==> config.mk <==
export PLATFORM = sky130hd
export DESIGN_NAME = rx_addr_filter
export DESIGN_NICKNAME = d
export VERILOG_FILES = /design/src/rtl/rx_addr_filter_pkg.sv /design/src/rtl/rx_addr_filter_ctrl.sv /design/src/rtl/rx_addr_filter_dp.sv /design/src/rtl/rx_addr_filter.sv
export SDC_FILE = /design/constraint.sdc
export NUM_CORES = 1
export LEC_CHECK = 0
export BUFFER_PORTS_ARGS = -buffer_cell sky130_fd_sc_hd__buf_2
export CAP_MARGIN = 20
export CORE_ASPECT_RATIO = 1.75
export CORE_MARGIN = 2
export CORE_UTILIZATION = 55
export CTS_CLUSTER_DIAMETER = 60
export DETAILED_ROUTE_END_ITERATION = 8
export PLACE_DENSITY = 0.79
export SLEW_MARGIN = 20
export SYNTH_ARGS = -nofsm -noshare
export SYNTH_HDL_FRONTEND = slang
export SYNTH_SLANG_ARGS = --single-unit
==> constraint.sdc <==
create_clock -name clk -period 4 [get_ports clk]
set_clock_uncertainty 0.05 [all_clocks]
set_input_delay 0.2 -clock clk [delete_from_list [all_inputs] [get_ports clk]]
set_output_delay 0.2 -clock clk [all_outputs]
set_load 0.02 [all_outputs]
==> src/rtl/rx_addr_filter_pkg.sv <==
package rx_addr_filter_pkg;
  // Frame geometry and register layout
  localparam int ADDR_W     = 48;
  localparam int CFG_W      = 16;
  localparam int HASH_BITS  = 6;
  localparam int TABLE_W    = 1 << HASH_BITS;
  localparam int STA_WORDS  = ADDR_W / CFG_W;
  localparam int HASH_WORDS = TABLE_W / CFG_W;
  localparam int STA_BASE   = 1;
  localparam int HASH_BASE  = STA_BASE + STA_WORDS;
  localparam int REG_COUNT  = HASH_BASE + HASH_WORDS;
  localparam int CFG_AW     = $clog2(REG_COUNT);
  localparam int MODE_W     = 6;
  localparam logic [31:0] CRC_POLY = 32'h04C1_1DB7;

  // Mode bit positions
  localparam int MB_START = 0;
  localparam int MB_DROP  = 1;
  localparam int MB_BCAST = 2;
  localparam int MB_HASH  = 3;
  localparam int MB_ALLMC = 4;
  localparam int MB_PROM  = 5;

  // Strobes from control to datapath
  typedef struct packed {
    logic                  modeWe;
    logic [STA_WORDS-1:0]  staWe;
    logic [HASH_WORDS-1:0] hashWe;
    logic                  hashClr;
    logic                  hashAdd;
  } ctrl_strobes_t;

  // MSB-first CRC32 over the address bytes in wire order, each byte LSB first
  function automatic logic [HASH_BITS-1:0] hashIndex(input logic [ADDR_W-1:0] addr);
    logic [31:0] crc;
    logic        fb;
    crc = '1;
    for (int byteIdx = 0; byteIdx < ADDR_W / 8; byteIdx++) begin
      for (int bitIdx = 0; bitIdx < 8; bitIdx++) begin
        fb  = crc[31] ^ addr[ADDR_W - 8 - 8 * byteIdx + bitIdx];
        crc = {crc[30:0], 1'b0} ^ (fb ? CRC_POLY : 32'h0);
      end
    end
    return crc[31 -: HASH_BITS];
  endfunction
endpackage

==> src/rtl/rx_addr_filter_ctrl.sv <==
module rx_addr_filter_ctrl
  import rx_addr_filter_pkg::*;
(
  input  logic              cfgWe,
  input  logic [CFG_AW-1:0] cfgAddr,
  input  logic              hashClear,
  input  logic              hashAddValid,
  output ctrl_strobes_t     strobes
);
  always_comb begin
    strobes.modeWe  = cfgWe && (cfgAddr == CFG_AW'(0));
    strobes.hashClr = hashClear;
    strobes.hashAdd = hashAddValid;
  end

  for (genvar k = 0; k < STA_WORDS; k++) begin : g_sta
    assign strobes.staWe[k] = cfgWe && (cfgAddr == CFG_AW'(STA_BASE + k));
  end

  for (genvar k = 0; k < HASH_WORDS; k++) begin : g_hash
    assign strobes.hashWe[k] = cfgWe && (cfgAddr == CFG_AW'(HASH_BASE + k));
  end
endmodule

==> src/rtl/rx_addr_filter_dp.sv <==
module rx_addr_filter_dp
  import rx_addr_filter_pkg::*;
(
  input  logic              clk,
  input  logic              rstN,
  input  ctrl_strobes_t     strobes,
  input  logic [CFG_W-1:0]  cfgData,
  input  logic [ADDR_W-1:0] hashAddAddr,
  input  logic              frameValid,
  input  logic [ADDR_W-1:0] frameDest,
  input  logic              frameCrcErr,
  output logic              decValid,
  output logic              decAccept
);
  logic [MODE_W-1:0]    modeReg;
  logic [ADDR_W-1:0]    staReg;
  logic [TABLE_W-1:0]   tableReg;
  logic [TABLE_W-1:0]   addMask;
  logic [TABLE_W-1:0]   tableNext;

  // Stage 1 registers
  logic                 s1Valid;
  logic                 s1CrcErr;
  logic                 s1Bcast;
  logic                 s1Mcast;
  logic                 s1StaHit;
  logic [HASH_BITS-1:0] s1Hash;
  logic                 acceptNow;

  // Mode register
  always_ff @(posedge clk) begin
    if (!rstN) modeReg <= '0;
    else if (strobes.modeWe) modeReg <= cfgData[MODE_W-1:0];
  end

  // Station address, most significant word first
  for (genvar k = 0; k < STA_WORDS; k++) begin : g_sta
    always_ff @(posedge clk) begin
      if (!rstN) staReg[ADDR_W-1-CFG_W*k -: CFG_W] <= '0;
      else if (strobes.staWe[k]) staReg[ADDR_W-1-CFG_W*k -: CFG_W] <= cfgData;
    end
  end

  // Hash table: clear, then word write, then builder OR on top
  assign addMask = strobes.hashAdd ? (TABLE_W'(1) << hashIndex(hashAddAddr)) : '0;

  for (genvar k = 0; k < HASH_WORDS; k++) begin : g_tbl
    logic [CFG_W-1:0] baseWord;
    always_comb begin
      if (strobes.hashClr)        baseWord = '0;
      else if (strobes.hashWe[k]) baseWord = cfgData;
      else                        baseWord = tableReg[CFG_W*k +: CFG_W];
      tableNext[CFG_W*k +: CFG_W] = baseWord | addMask[CFG_W*k +: CFG_W];
    end
  end

  always_ff @(posedge clk) begin
    if (!rstN) tableReg <= '0;
    else       tableReg <= tableNext;
  end

  // Stage 1: classify the address and hash it
  always_ff @(posedge clk) begin
    if (!rstN) begin
      s1Valid  <= 1'b0;
      s1CrcErr <= 1'b0;
      s1Bcast  <= 1'b0;
      s1Mcast  <= 1'b0;
      s1StaHit <= 1'b0;
      s1Hash   <= '0;
    end else begin
      s1Valid  <= frameValid;
      s1CrcErr <= frameCrcErr;
      s1Bcast  <= &frameDest;
      s1Mcast  <= frameDest[ADDR_W-8];
      s1StaHit <= (frameDest == staReg);
      s1Hash   <= hashIndex(frameDest);
    end
  end

  // Stage 2: apply the mode rules in priority order
  always_comb begin
    if (!modeReg[MB_START])                   acceptNow = 1'b0;
    else if (s1CrcErr && modeReg[MB_DROP])    acceptNow = 1'b0;
    else if (modeReg[MB_PROM])                acceptNow = 1'b1;
    else if (s1Bcast)                         acceptNow = modeReg[MB_BCAST];
    else if (s1Mcast)                         acceptNow = modeReg[MB_ALLMC] ||
                                                          (modeReg[MB_HASH] && tableReg[s1Hash]);
    else                                      acceptNow = s1StaHit;
  end

  always_ff @(posedge clk) begin
    if (!rstN) begin
      decValid  <= 1'b0;
      decAccept <= 1'b0;
    end else begin
      decValid  <= s1Valid;
      decAccept <= s1Valid && acceptNow;
    end
  end

  // Decision strobe follows the frame strobe by two edges
  assert_latency_R1: assert property (@(posedge clk) disable iff (!rstN)
    frameValid |-> ##2 decValid);
  assert_no_spurious_R1: assert property (@(posedge clk) disable iff (!rstN)
    decValid |-> $past(frameValid, 2));
  assert_accept_qual_R1: assert property (@(posedge clk) disable iff (!rstN)
    decAccept |-> decValid);
  // No acceptance without receive start
  assert_need_start_R2: assert property (@(posedge clk) disable iff (!rstN)
    decAccept |-> $past(modeReg[MB_START]));
  // CRC-error frame never accepted when drop bit set
  assert_crc_drop_R3: assert property (@(posedge clk) disable iff (!rstN)
    decAccept |-> !$past(s1CrcErr && modeReg[MB_DROP]));
  // Clear empties the table
  assert_clear_R10: assert property (@(posedge clk) disable iff (!rstN)
    (strobes.hashClr && !strobes.hashAdd) |=> (tableReg == '0));
endmodule

==> src/rtl/rx_addr_filter.sv <==
module rx_addr_filter
  import rx_addr_filter_pkg::*;
(
  input  logic              clk,
  input  logic              rstN,
  input  logic              cfgWe,
  input  logic [CFG_AW-1:0] cfgAddr,
  input  logic [CFG_W-1:0]  cfgData,
  input  logic              hashClear,
  input  logic              hashAddValid,
  input  logic [ADDR_W-1:0] hashAddAddr,
  input  logic              frameValid,
  input  logic [ADDR_W-1:0] frameDest,
  input  logic              frameCrcErr,
  output logic              decValid,
  output logic              decAccept
);
  ctrl_strobes_t strobes;

  rx_addr_filter_ctrl u_ctrl (
    .cfgWe        (cfgWe),
    .cfgAddr      (cfgAddr),
    .hashClear    (hashClear),
    .hashAddValid (hashAddValid),
    .strobes      (strobes)
  );

  rx_addr_filter_dp u_dp (
    .clk          (clk),
    .rstN         (rstN),
    .strobes      (strobes),
    .cfgData      (cfgData),
    .hashAddAddr  (hashAddAddr),
    .frameValid   (frameValid),
    .frameDest    (frameDest),
    .frameCrcErr  (frameCrcErr),
    .decValid     (decValid),
    .decAccept    (decAccept)
  );
endmodule

; Word-level counts from Yosys, hierarchy flattened
; Cells that the tools add are included.
; Widths: inputs -> output; s select.
[classes]
shift = 1
n_eq_ne = 8
n_reduce_logical = 14
bitwise_logic = 194
muxes = 112
n_lt_le_gt_ge = 1
[op_table]
columns = operator, n
row1 = $xor 32x32->32, 94
row2 = $mux 27, 96
row3 = $mux 16, 8
row4 = $xor 1x1->1, 94
row5 = $mux 64, 1
row6 = $or 16x16->16, 4
row7 = $shl 1x6->64 const A, 1
row8 = $not 31->31, 2
row9 = $eq 48x48->1, 1
row10 = $reduce_and 48->1, 1
row11 = $eq 3x3->1 const B, 4
row12 = $logic_and 1x1->1, 11
row13 = $lt 6x7->1 const B, 1
row14 = $bmux 1 s6, 1
row15 = $eq 3x2->1 const B, 2
row16 = $mux 1, 6
row17 = $eq 3x1->1 const B, 1
row18 = $logic_not 3->1, 1
row19 = $logic_or 1x1->1, 1
[word_totals]
ff_bits = 131
elab_cells = 343
inputBits = 122
out_inout_bits = 2

; Longest topological paths before layout
; Gate-level depths: netlist of run 1.
[logic_depth]
ltp_word = 146
depth_mapped = 13
depth_no_buf = 11

; Hierarchy
; From an unflattened synthesis of run 1, not the netlist that was laid out.
[hier_totals]
cells_unflattened = 1031
area_unflattened_um2 = 11701.2
[by_module_without_submodules]
columns = mod, cells_per_inst, seq_area_each_um2, area_per_inst_um2, n_inst
row1 = rx_addr_filter_dp, 1021, 2622.5, 11591.1, 1
row2 = rx_addr_filter_ctrl, 10, 0.0, 110.1, 1

; Least setup slack after synthesis of run 1
; No wires, ideal clock.
[synth_path]
path_type = input -> register
from = in frameDest[46]
to = reg u_dp.s1Hash[1]
setup_time_ns = 0.115
stages = 11
path_slack_ns = 0.256
path_buffers = 1
required_ns = 3.835
t_arrival_ns = 3.579
cell_sequence = buf_4 xnor3_1 xnor3_2 xnor2_1 xnor3_2 xnor3_1 xnor3_2 xnor3_1 xnor2_2 xnor2_1 and2_1
[synth_via]
elab_chain_cells = 56
word_cells_on_any_way = 88
cone_classes = mux: 23 / bitwise: 65
[synth_rtl]
columns = item, line
row1 = from (decl), rx_addr_filter.sv:13  ; input logic [ADDR_W-1:0] frameDest,
row2 = $xor 1x1->1 (*), rx_addr_filter_pkg.sv:40  ; fb = crc[31] ^ addr[ADDR_W - 8 - 8 * byteIdx + bitIdx];
row3 = $mux 27 (*), rx_addr_filter_pkg.sv:41  ; crc = {crc[30:0], 1'b0} ^ (fb ? CRC_POLY : 32'h0);
row4 = $xor 32x32->32 (*) (6 in a row), rx_addr_filter_pkg.sv:41
row5 = $xor 1x1->1 or $xor 32x32->32 (tied branches), "rx_addr_filter_pkg.sv:40, rx_addr_filter_pkg.sv:41"
row6 = $mux 27 or $xor 32x32->32 (tied branches), rx_addr_filter_pkg.sv:41
row7 = $xor 32x32->32 (*) (6 in a row), rx_addr_filter_pkg.sv:41
row8 = $xor 1x1->1 or $xor 32x32->32 (tied branches), "rx_addr_filter_pkg.sv:40, rx_addr_filter_pkg.sv:41"
row9 = $mux 27 or $xor 32x32->32 (tied branches), rx_addr_filter_pkg.sv:41
row10 = (+15 left out), n/a
row11 = $mux 27 or $xor 32x32->32 (tied branches), rx_addr_filter_pkg.sv:41
row12 = $xor 32x32->32 (*) (6 in a row), rx_addr_filter_pkg.sv:41
row13 = $xor 1x1->1 or $xor 32x32->32 (tied branches), "rx_addr_filter_pkg.sv:40, rx_addr_filter_pkg.sv:41"
row14 = $mux 27 or $xor 32x32->32 (tied branches), rx_addr_filter_pkg.sv:41
row15 = $xor 32x32->32 (*) (6 in a row), rx_addr_filter_pkg.sv:41
row16 = $xor 1x1->1 or $xor 32x32->32 (tied branches), "rx_addr_filter_pkg.sv:40, rx_addr_filter_pkg.sv:41"
row17 = $mux 27 or $xor 32x32->32 (tied branches), rx_addr_filter_pkg.sv:41
row18 = $xor 32x32->32 (*) (6 in a row), rx_addr_filter_pkg.sv:41
row19 = to (signal assigned), rx_addr_filter_dp.sv:77  ; s1Hash <= hashIndex(frameDest);
row20 = to (decl), rx_addr_filter_dp.sv:27  ; logic [HASH_BITS-1:0] s1Hash;
; Mark *: on every way between the ends. The rest lies on a longest branch, timed or not.
; A chain may end at the register's enable or synchronous reset.

; Final worst setup path of run 1
[layout_path]
from = in hashAddAddr[43]
to = reg u_dp.tableReg[50]
[layout_via]
elab_chain_cells = 64
word_cells_on_any_way = 114
cone_classes = shift: 1 / mux: 34 / bitwise: 79
[layout_rtl]
columns = item, line
row1 = from (decl), rx_addr_filter.sv:11  ; input logic [ADDR_W-1:0] hashAddAddr,
row2 = $xor 1x1->1 (*), rx_addr_filter_pkg.sv:40
row3 = $mux 27 (*), rx_addr_filter_pkg.sv:41
row4 = $xor 32x32->32 (*) (6 in a row), rx_addr_filter_pkg.sv:41
row5 = $xor 1x1->1, rx_addr_filter_pkg.sv:40
row6 = $mux 27, rx_addr_filter_pkg.sv:41
row7 = $xor 32x32->32 (*) (6 in a row), rx_addr_filter_pkg.sv:41
row8 = $xor 1x1->1, rx_addr_filter_pkg.sv:40
row9 = $mux 27, rx_addr_filter_pkg.sv:41
row10 = (+31 left out), n/a
row11 = $mux 27, rx_addr_filter_pkg.sv:41
row12 = $xor 32x32->32 (*) (6 in a row), rx_addr_filter_pkg.sv:41
row13 = $xor 1x1->1, rx_addr_filter_pkg.sv:40
row14 = $mux 27, rx_addr_filter_pkg.sv:41
row15 = $xor 32x32->32 (*) (3 in a row), rx_addr_filter_pkg.sv:41
row16 = $shl 1x6->64 (*), rx_addr_filter_dp.sv:45  ; assign addMask = strobes.hashAdd ? (TABLE_W'(1) << hashIndex(hashAddAddr)) : '0;
row17 = $mux 64 (*), rx_addr_filter_dp.sv:45
row18 = $or 16x16->16 (*), rx_addr_filter_dp.sv:53  ; tableNext[CFG_W*k +: CFG_W] = baseWord | addMask[CFG_W*k +: CFG_W];
row19 = to (signal assigned), rx_addr_filter_dp.sv:59  ; else tableReg <= tableNext;
row20 = to (decl), rx_addr_filter_dp.sv:17  ; logic [TABLE_W-1:0] tableReg;
; Marks and branches as above.

==> flow_summary.toml, run 1 <==
[drt]
drt-wirelength-per-cell_um = 22.86
ant_nets = 0
drt-initial-drc-count = 719
vias = 9562
drt_wl_total_um = 37470
first_pass_iters = 5
drc_errors = 0
vias_per_cell = 5.834

[layout]
antenna_cells = 0
final_area_um2 = 14630
fin_nets = 1456
fillers = 1690
layout-drive-gt1-share_pct = 26.58
final_common_cell = "xnor2_1"
area_growth_pct = 19.01
final_cell_mix = "xnor2_1, buf_4, dfxtp_1"

[timing]
setup_viol = 0
min_period_ns = 3.867
slew_violations = 0
rsz0062_at_grt = "false"
worstMarginPinSlew_ns = 1.130
maxSlewHeadroom_pct = 24.48
min_period_over_period_pct = 96.67
fmax_ghz = 0.2586
final_hold_viol_count = 0

[logic_synthesis]
synth_seq_cells = 131
avgSynthCellArea_um2 = 10.97
synth_top_area_share_pct = 21.34
synth_warnings = 0
yosys-top-cells-area = "dfxtp_1, xnor3_1, xnor2_1"
synth_ff_type = "dfxtp_1"
syn-instance-count = 1120
syn-cell-area_um2 = 12290
ys_async_sr_fraction_pct = 0
synth_edf_count = 0
ys_seq_area_share_pct = 21.34
ys_types = 49
synth_top_cell_by_area = "dfxtp_1"
synth_fp_nets = 1245

[floorplanning]
core_area_um2 = 22070
die_w_um = 117
die_y_um = 201.8
start_util_pct = 55.69
std_cell_rows = 72
die-area_um2 = 23600
ios = 124

[cts]
clock_path_buffers = 2
clock-root-buffer = "clkbuf_16"
clkTransAtPathRegs_ns = 0.06
numCtsBuffers = 17
htreeDepth = 4
cts_tree = "built"
clkSinkCount = 131
clk_latency_ns = 0.43

[global_routing]
grt_max_degree = 65
antenna_found_initial = 0
grt_first_pass_wirelength_um = 56380
track_usage_pct = 32.50
first_global_vias = 9984
overflow = 0

[setup_path]
crit_family = "XOR/XNOR gates"
cp.arrival_ns = 4.09
startpoint_type = "input pin"
worst-path-buf-inv = 2
worstPathCellList = "buf_2 > xnor3_4 > xor2_1 > xnor3_1 > xor2_1 > xnor3_1 > xnor2_2 > buf_4 > xnor2_1 > nor3_1 > o21ai_0 > o22ai_1"
slowest_delay_ns = 0.64
end_kind = "flip-flop"
required_ns = 4.22
cp_slowest_cell = "xnor3_4"
reg2reg_slack_ns = 1.19
crit_type = "input pin to flip-flop"
critPathMaxFanout = 6

[job]
maxCapViolCount = 0

[hold_path]
hold_path.class = "input pin to flip-flop"

[placement]
port_buffers = 123
placed_area_um2 = 14010
place_congestion = 0.9880
dp_hpwl_um = 29250

[status]
status = "complete, no violations"
==> path summary, 6_finish.rpt <==
check | startpoint | endpoint | cells past startpoint
setup / recovery | hashAddAddr[43] | u_dp.tableReg[50] | 12
hold / removal | cfgData[7] | u_dp.staReg[23] | 3
setup reg to reg | u_dp.s1Hash[0] | u_dp.decAccept | 10
hold reg to reg | u_dp.s1Valid | u_dp.decValid | 1
==> kinds of logic after synthesis <==
logic type / after synthesis / synth area share [%]
AO/OA/AOI/OAI: 153 / 8.236
XOR/XNOR: 467 / 49.68
adder cells (fa/ha/maj): 3 / 0.3054
buffers and inverters: 82 / 3.207
flip-flops: 131 / 21.34
multiplexers: 90 / 9.366
AND/OR/NAND/NOR: 194 / 7.869
==> cell usage after synthesis (all sizes together), types with 16 or more instances <==
master,n
buf,29
a21boi,48
xnor2,246
xor2,93
dfxtp,131
o21ai,18
clkbuf,42
mux2i,74
o22ai,68
nand2,106
nand4,19
mux4,16
xnor3,108
xor3,20
==> flip-flops by register name, summed over array words and instances (netlist names) <==
| signal | count |
|---|---|
| u_dp.s1CrcErr | 1 |
| u_dp.modeReg | 6 |
| u_dp.decValid | 1 |
| u_dp.decAccept | 1 |
| u_dp.s1Mcast | 1 |
| u_dp.s1StaHit | 1 |
| u_dp.staReg | 48 |
| u_dp.s1Bcast | 1 |
| u_dp.s1Hash | 6 |
| u_dp.s1Valid | 1 |
| u_dp.tableReg | 64 |
==> repair_timing <==
item	4_1_cts	5_1_grt
endpoints found under the setup margin	0	14
hold buffers	2	0
endpoints found under the hold margin	2	0
buffers inserted	0	0
gates resized for setup	0	1
==> stage by stage <==
stage / TNS, ns / instances / hold WS [ns] / utilization, % / setup slack (ns)
after floorplan: 0 / 1120 / 0.2639 / - / 0.2558
after global placement: -6.061 / 1605 / 0.3568 / 63.36 / -0.1120
after detailed placement: -9.272 / 1606 / 0.3664 / 63.46 / -0.1739
after CTS: 0 / 1639 / 0.05943 / 66.24 / 0.2533
after global routing: 0 / 1639 / 0.07418 / 66.27 / 0.03323
final: 0 / 1639 / 0.09487 / 66.27 / 0.1333
==> cell type report <==
class	instances	area, um2	share of cell area [%]
multi-input cells	907	9299	63.58
flip-flops and latches	131	2623	17.93
repair buffers	263	1700	11.63
clock buffers	21	470.5	3.216
well taps	296	370.4	2.532
clock inverters	10	122.6	0.8383
inverters	11	41.29	0.2823
==> layer usage <==
metal  vias up  wire length, um  GRT usage (%)
met2       475            19390          57.74
met1      4599            12380          32.22
met5         -                0              0
met3       182             2139          5.542
li1       4306                -              -
met4         0             3555          25.50
==> tightest hold or removal path, cell delays in order <==
cell and delay, ns:
buf_2 0.18, nand2_1 0.08, a21boi_0 0.06
Power of run 1 is not shown: default switching activity piles up to over one toggle a cycle in this logic, so the estimate is an artifact.
==> run 2: changes to the inputs <==
- CORE_UTILIZATION: 55 -> 60
- PLACE_DENSITY: 0.79 -> 0.87
- clock period: 4 -> 4.6 ns (I/O delays scaled with it)
==> flow_summary.toml, run 2 (synthesis gave the netlist of run 1 again) <==
[layout]
multi_input_area_um2 = 9291
largest_register = "u_dp.tableReg"
area_growth_pct = 11.91
fillers = 1450
layout-drive-gt1-share_pct = 19.71
largest_register_ffs = 64
seqCellArea_um2 = 2623
antenna_cells = 0
fin_nets = 1341
final_common_cell = "xnor2_1"
final_cell_mix = "xnor2_1, dfxtp_1, buf_2"
top_regs = "u_dp.tableReg (64), u_dp.staReg (48)"

[setup_path]
worst-path-buf-inv = 1
worstPathCellList = "buf_2 > xnor3_4 > xnor2_4 > xnor3_1 > xnor3_1 > xnor2_1 > xnor2_1 > xnor3_1 > nor3_1 > o21ai_1 > o22ai_1"
slowest_delay_ns = 0.58
critPathMostFrequentCell = "xnor3_1"
startpoint_type = "input pin"
critPathMaxFanout = 10
cp_slowest_cell = "xnor3_4"
required_ns = 4.87
end_kind = "flip-flop"
cp.arrival_ns = 4.26
crit_type = "input pin to flip-flop"
crit_family = "XOR/XNOR gates"

[status]
status = "complete, no violations"

[floorplanning]
die-area_um2 = 21690
ios = 124
std_cell_rows = 69
die_y_um = 193.3
die_w_um = 112.2
start_util_pct = 60.84
core_area_um2 = 20200

[placement]
dp_hpwl_um = 26730
place_congestion = 1.040
port_buffers = 123

[drt]
drt-wirelength-per-cell_um = 23.72
drt-initial-drc-count = 676
drc_errors = 0
vias = 9184
drt_wl_total_um = 35010
ant_nets = 0
vias_per_cell = 6.222
first_pass_iters = 6

[cts]
clk_latency_ns = 0.42
clkTransAtPathRegs_ns = 0.06
clock_path_buffers = 2
cts_tree = "built"
clock-root-buffer = "clkbuf_16"
clkSinkCount = 131
cts_resized = 0
numCtsBuffers = 17
htreeDepth = 4

[global_routing]
grt_max_degree = 65
track_usage_pct = 32.14
overflow = 0
antenna_found_initial = 0
grt_first_pass_wirelength_um = 54090
first_global_vias = 9876

[timing]
setup_viol = 0
tns_ns = 0
fmax_ghz = 0.2507
min_period_ns = 3.990
min_period_over_period_pct = 86.73
maxSlewHeadroom_pct = 29.46
final_hold_viol_count = 0
slew_violations = 0
rsz0062_at_grt = "false"
worstMarginPinSlew_ns = 1.055

[hold_path]
hold_path.class = "input pin to flip-flop"

[job]
maxCapViolCount = 0
==> run 2: stage by stage <==
step	area, um2	utilization [%]	worst slack [ns]	instances	hold slack [ns]
finish	13750	68.09	0.6105	1476	0.1355
global route	13750	68.09	0.4505	1476	0.1233
CTS	13740	68.04	0.6817	1476	0.1145
detailed placement	13040	64.57	0.2506	1443	0.3846
global placement	13040	64.57	0.3784	1443	0.3855
floorplan	12290	-	0.8258	1120	0.2939
==> run 2: path summary, 6_finish.rpt <==
check	from	end	slack, ns	depth (start not counted)
worst min-delay path	cfgData[10]	u_dp.staReg[42]	0.14	3
worst max register to register	u_dp.s1Hash[0]	u_dp.decAccept	1.53	10
worst max-delay path	hashAddAddr[42]	u_dp.tableReg[39]	0.61	11
worst min register to register	u_dp.s1Valid	u_dp.decValid	0.40	1
==> run 2: routing by layer <==
| metal | share of wire (%) | vias to the layer above | GRT usage, % | routed length [um] |
|---|---|---|---|---|
| li1 | - | 4078 | - | - |
| met5 | 0 | - | 0 | 0 |
| met3 | 6.0 | 201 | 5.733 | 2097 |
| met4 | 8.5 | 0 | 22.94 | 2967 |
| met1 | 35 | 4423 | 34.45 | 12140 |
| met2 | 51 | 482 | 56.11 | 17800 |
==> run 2: area by class of cell <==
type                    instances  share of cell area, %
flip-flops and latches        131                  19.07
inverters                      11                 0.3002
multi-input cells             907                  67.55
repair buffers                148                  5.876
clock buffers                  19                  3.293
clock inverters                12                  1.656
well taps                     248                  2.256
==> run 2: tightest hold or removal path: cells and delay by family <==
kind                   cells  cell delay (ns)
buffers and inverters      1             0.17
AO/OA/AOI/OAI              1             0.07
AND/OR/NAND/NOR            1             0.07
==> run 2: repair_timing <==
action                                 4_1_cts  5_1_grt
setup buffers                                0        0
hold buffers                                 2        0
endpoints found under the hold margin        2        0
setup endpoints to repair                    0        0
Power of run 2 is left out for the same reason.
==> run 3: changes to the inputs <==
- CORE_MARGIN: 2 -> 3
- CTS_BUF_LIST: not set -> sky130_fd_sc_hd__clkbuf_16
- RECOVER_POWER: not set -> 50
==> flow_summary.toml, run 3 (synthesis gave the netlist of run 1 again) <==
[floorplanning]
ios = 124
die_w_um = 114.2
core_area_um2 = 19910
die-area_um2 = 22310
die_y_um = 195.3
start_util_pct = 61.73
std_cell_rows = 68

[global_routing]
overflow = 0
antenna_found_initial = 0
first_global_vias = 9582
track_usage_pct = 31.63
grt_max_degree = 65
grt_first_pass_wirelength_um = 54170

[setup_path]
startpoint = "frameDest[43]"
cp.arrival_ns = 4.42
startpoint_type = "input pin"
r2r_cells = 9
r2r-end = "u_dp.decAccept"
reg2reg_slack_ns = 1.53
cp_slowest_cell = "xnor3_1"
crit_family = "XOR/XNOR gates"
worstPathCellList = "buf_2 > ha_1 > xnor2_1 > xnor2_4 > xnor3_1 > xnor2_1 > xnor3_1 > xnor3_2 > xor2_1 > xnor3_1 > xnor2_1 > and2_1"
critPathMaxFanout = 10
crit_type = "input pin to flip-flop"
slowest_delay_ns = 0.57
required_ns = 4.85
r2r-start = "u_dp.s1Hash[1]"
end_kind = "flip-flop"
path_depth = 12
worst-path-buf-inv = 1
endpoint = "u_dp.s1Hash[4]"

[drt]
vias = 9094
vias_per_cell = 6.165
first_pass_iters = 5
drt_wl_total_um = 34810
drt-initial-drc-count = 663
ant_nets = 0
drc_errors = 0
drt-wirelength-per-cell_um = 23.60

[placement]
dp_hpwl_um = 26790
placed_area_um2 = 13050
placedCellCount = 1440
port_buffers = 123
dpl_worst_slack_ns = 0.2388
place_congestion = 1.034

[timing]
maxSlewHeadroom_pct = -2.884
worstMarginPinSlew_ns = 1.543
min_period_ns = 4.172
tns_ns = 0
slew_violations = 41
min_period_over_period_pct = 90.70
fmax_ghz = 0.2397
rsz0062_at_grt = "false"
final_hold_viol_count = 0
fin_ws_ns = 0.4276
setup_viol = 0

[cts]
clkTransAtPathRegs_ns = 0.06
cts_tree = "built"
clk_latency_ns = 0.42
cts_resized = 0
htreeDepth = 4
cts_post_setup_buffers_inserted = 0
holdBufCountCts = 2
clock_path_buffers = 2
clock-root-buffer = "clkbuf_16"
clkSinkCount = 131
numCtsBuffers = 17

[layout]
largest_register = "u_dp.tableReg"
final_cell_mix = "xnor2_1, dfxtp_1, buf_2"
largest_register_ffs = 64
final_area_um2 = 13640
instances_no_fill = 1475
area_growth_pct = 10.98
fin_nets = 1342
final_common_cell = "xnor2_1"
antenna_cells = 0
layout-drive-gt1-share_pct = 19.11
fillers = 1461
top_regs = "u_dp.tableReg (64), u_dp.staReg (48)"

[job]
maxCapViolCount = 1

[status]
status = "finished with violations"
violations = "capacitance limit, slew limit"

[hold_path]
hold_start = "cfgData[13]"
hold_path.class = "input pin to flip-flop"
-- run 3: worst min path at each step --
stage          cells after the start         endpoint  slack [ns]
6_report                           3  u_dp.staReg[45]        0.13
5_1_grt                            3   u_dp.staReg[0]        0.13
4_1_cts                            3  u_dp.staReg[29]        0.12
3_5_place_dp                       1    u_dp.decValid        0.39
3_3_place_gp                       1    u_dp.decValid        0.38
2_1_floorplan                      1    u_dp.s1StaHit        0.29
-- run 3: routing by layer --
metal / up-vias / part of all wire (%) / wire [um] / GRT usage, %
met3: 148 / 5.4 / 1896 / 4.496
met1: 4431 / 35 / 12340 / 35.45
met4: 0 / 6.1 / 2137 / 17.04
met5: - / 0 / 0 / 0
li1: 4081 / - / - / -
met2: 434 / 53 / 18440 / 56.71
-- run 3: worst min-delay path, delay by kind of cell --
kind	cells	cell delay [ns]
buffers and inverters	1	0.17
AOI/OAI and AO/OA	1	0.06
and+or+nand+nor	1	0.07
-- run 3: layout make-up --
| cell class | instances | area [um2] | share of cell area, % |
|---|---|---|---|
| clock buffer | 17 | 425.4 | 3.119 |
| multi-input combinational | 907 | 9274 | 67.99 |
| sequential | 131 | 2623 | 19.23 |
| inverter | 11 | 41.29 | 0.3027 |
| timing repair buffer | 149 | 812.0 | 5.953 |
| tap | 245 | 306.5 | 2.247 |
| clock inverter | 15 | 158.9 | 1.165 |
-- run 3: stage by stage --
step / hold slack [ns] / util, %
final: 0.1319 / 68.51
after global routing: 0.1342 / 68.51
after CTS: 0.1178 / 68.60
after global placement: 0.3808 / 65.46
after detailed placement: 0.3898 / 65.56
after floorplan: 0.2939 / -
Power of run 3 is left out for the same reason.
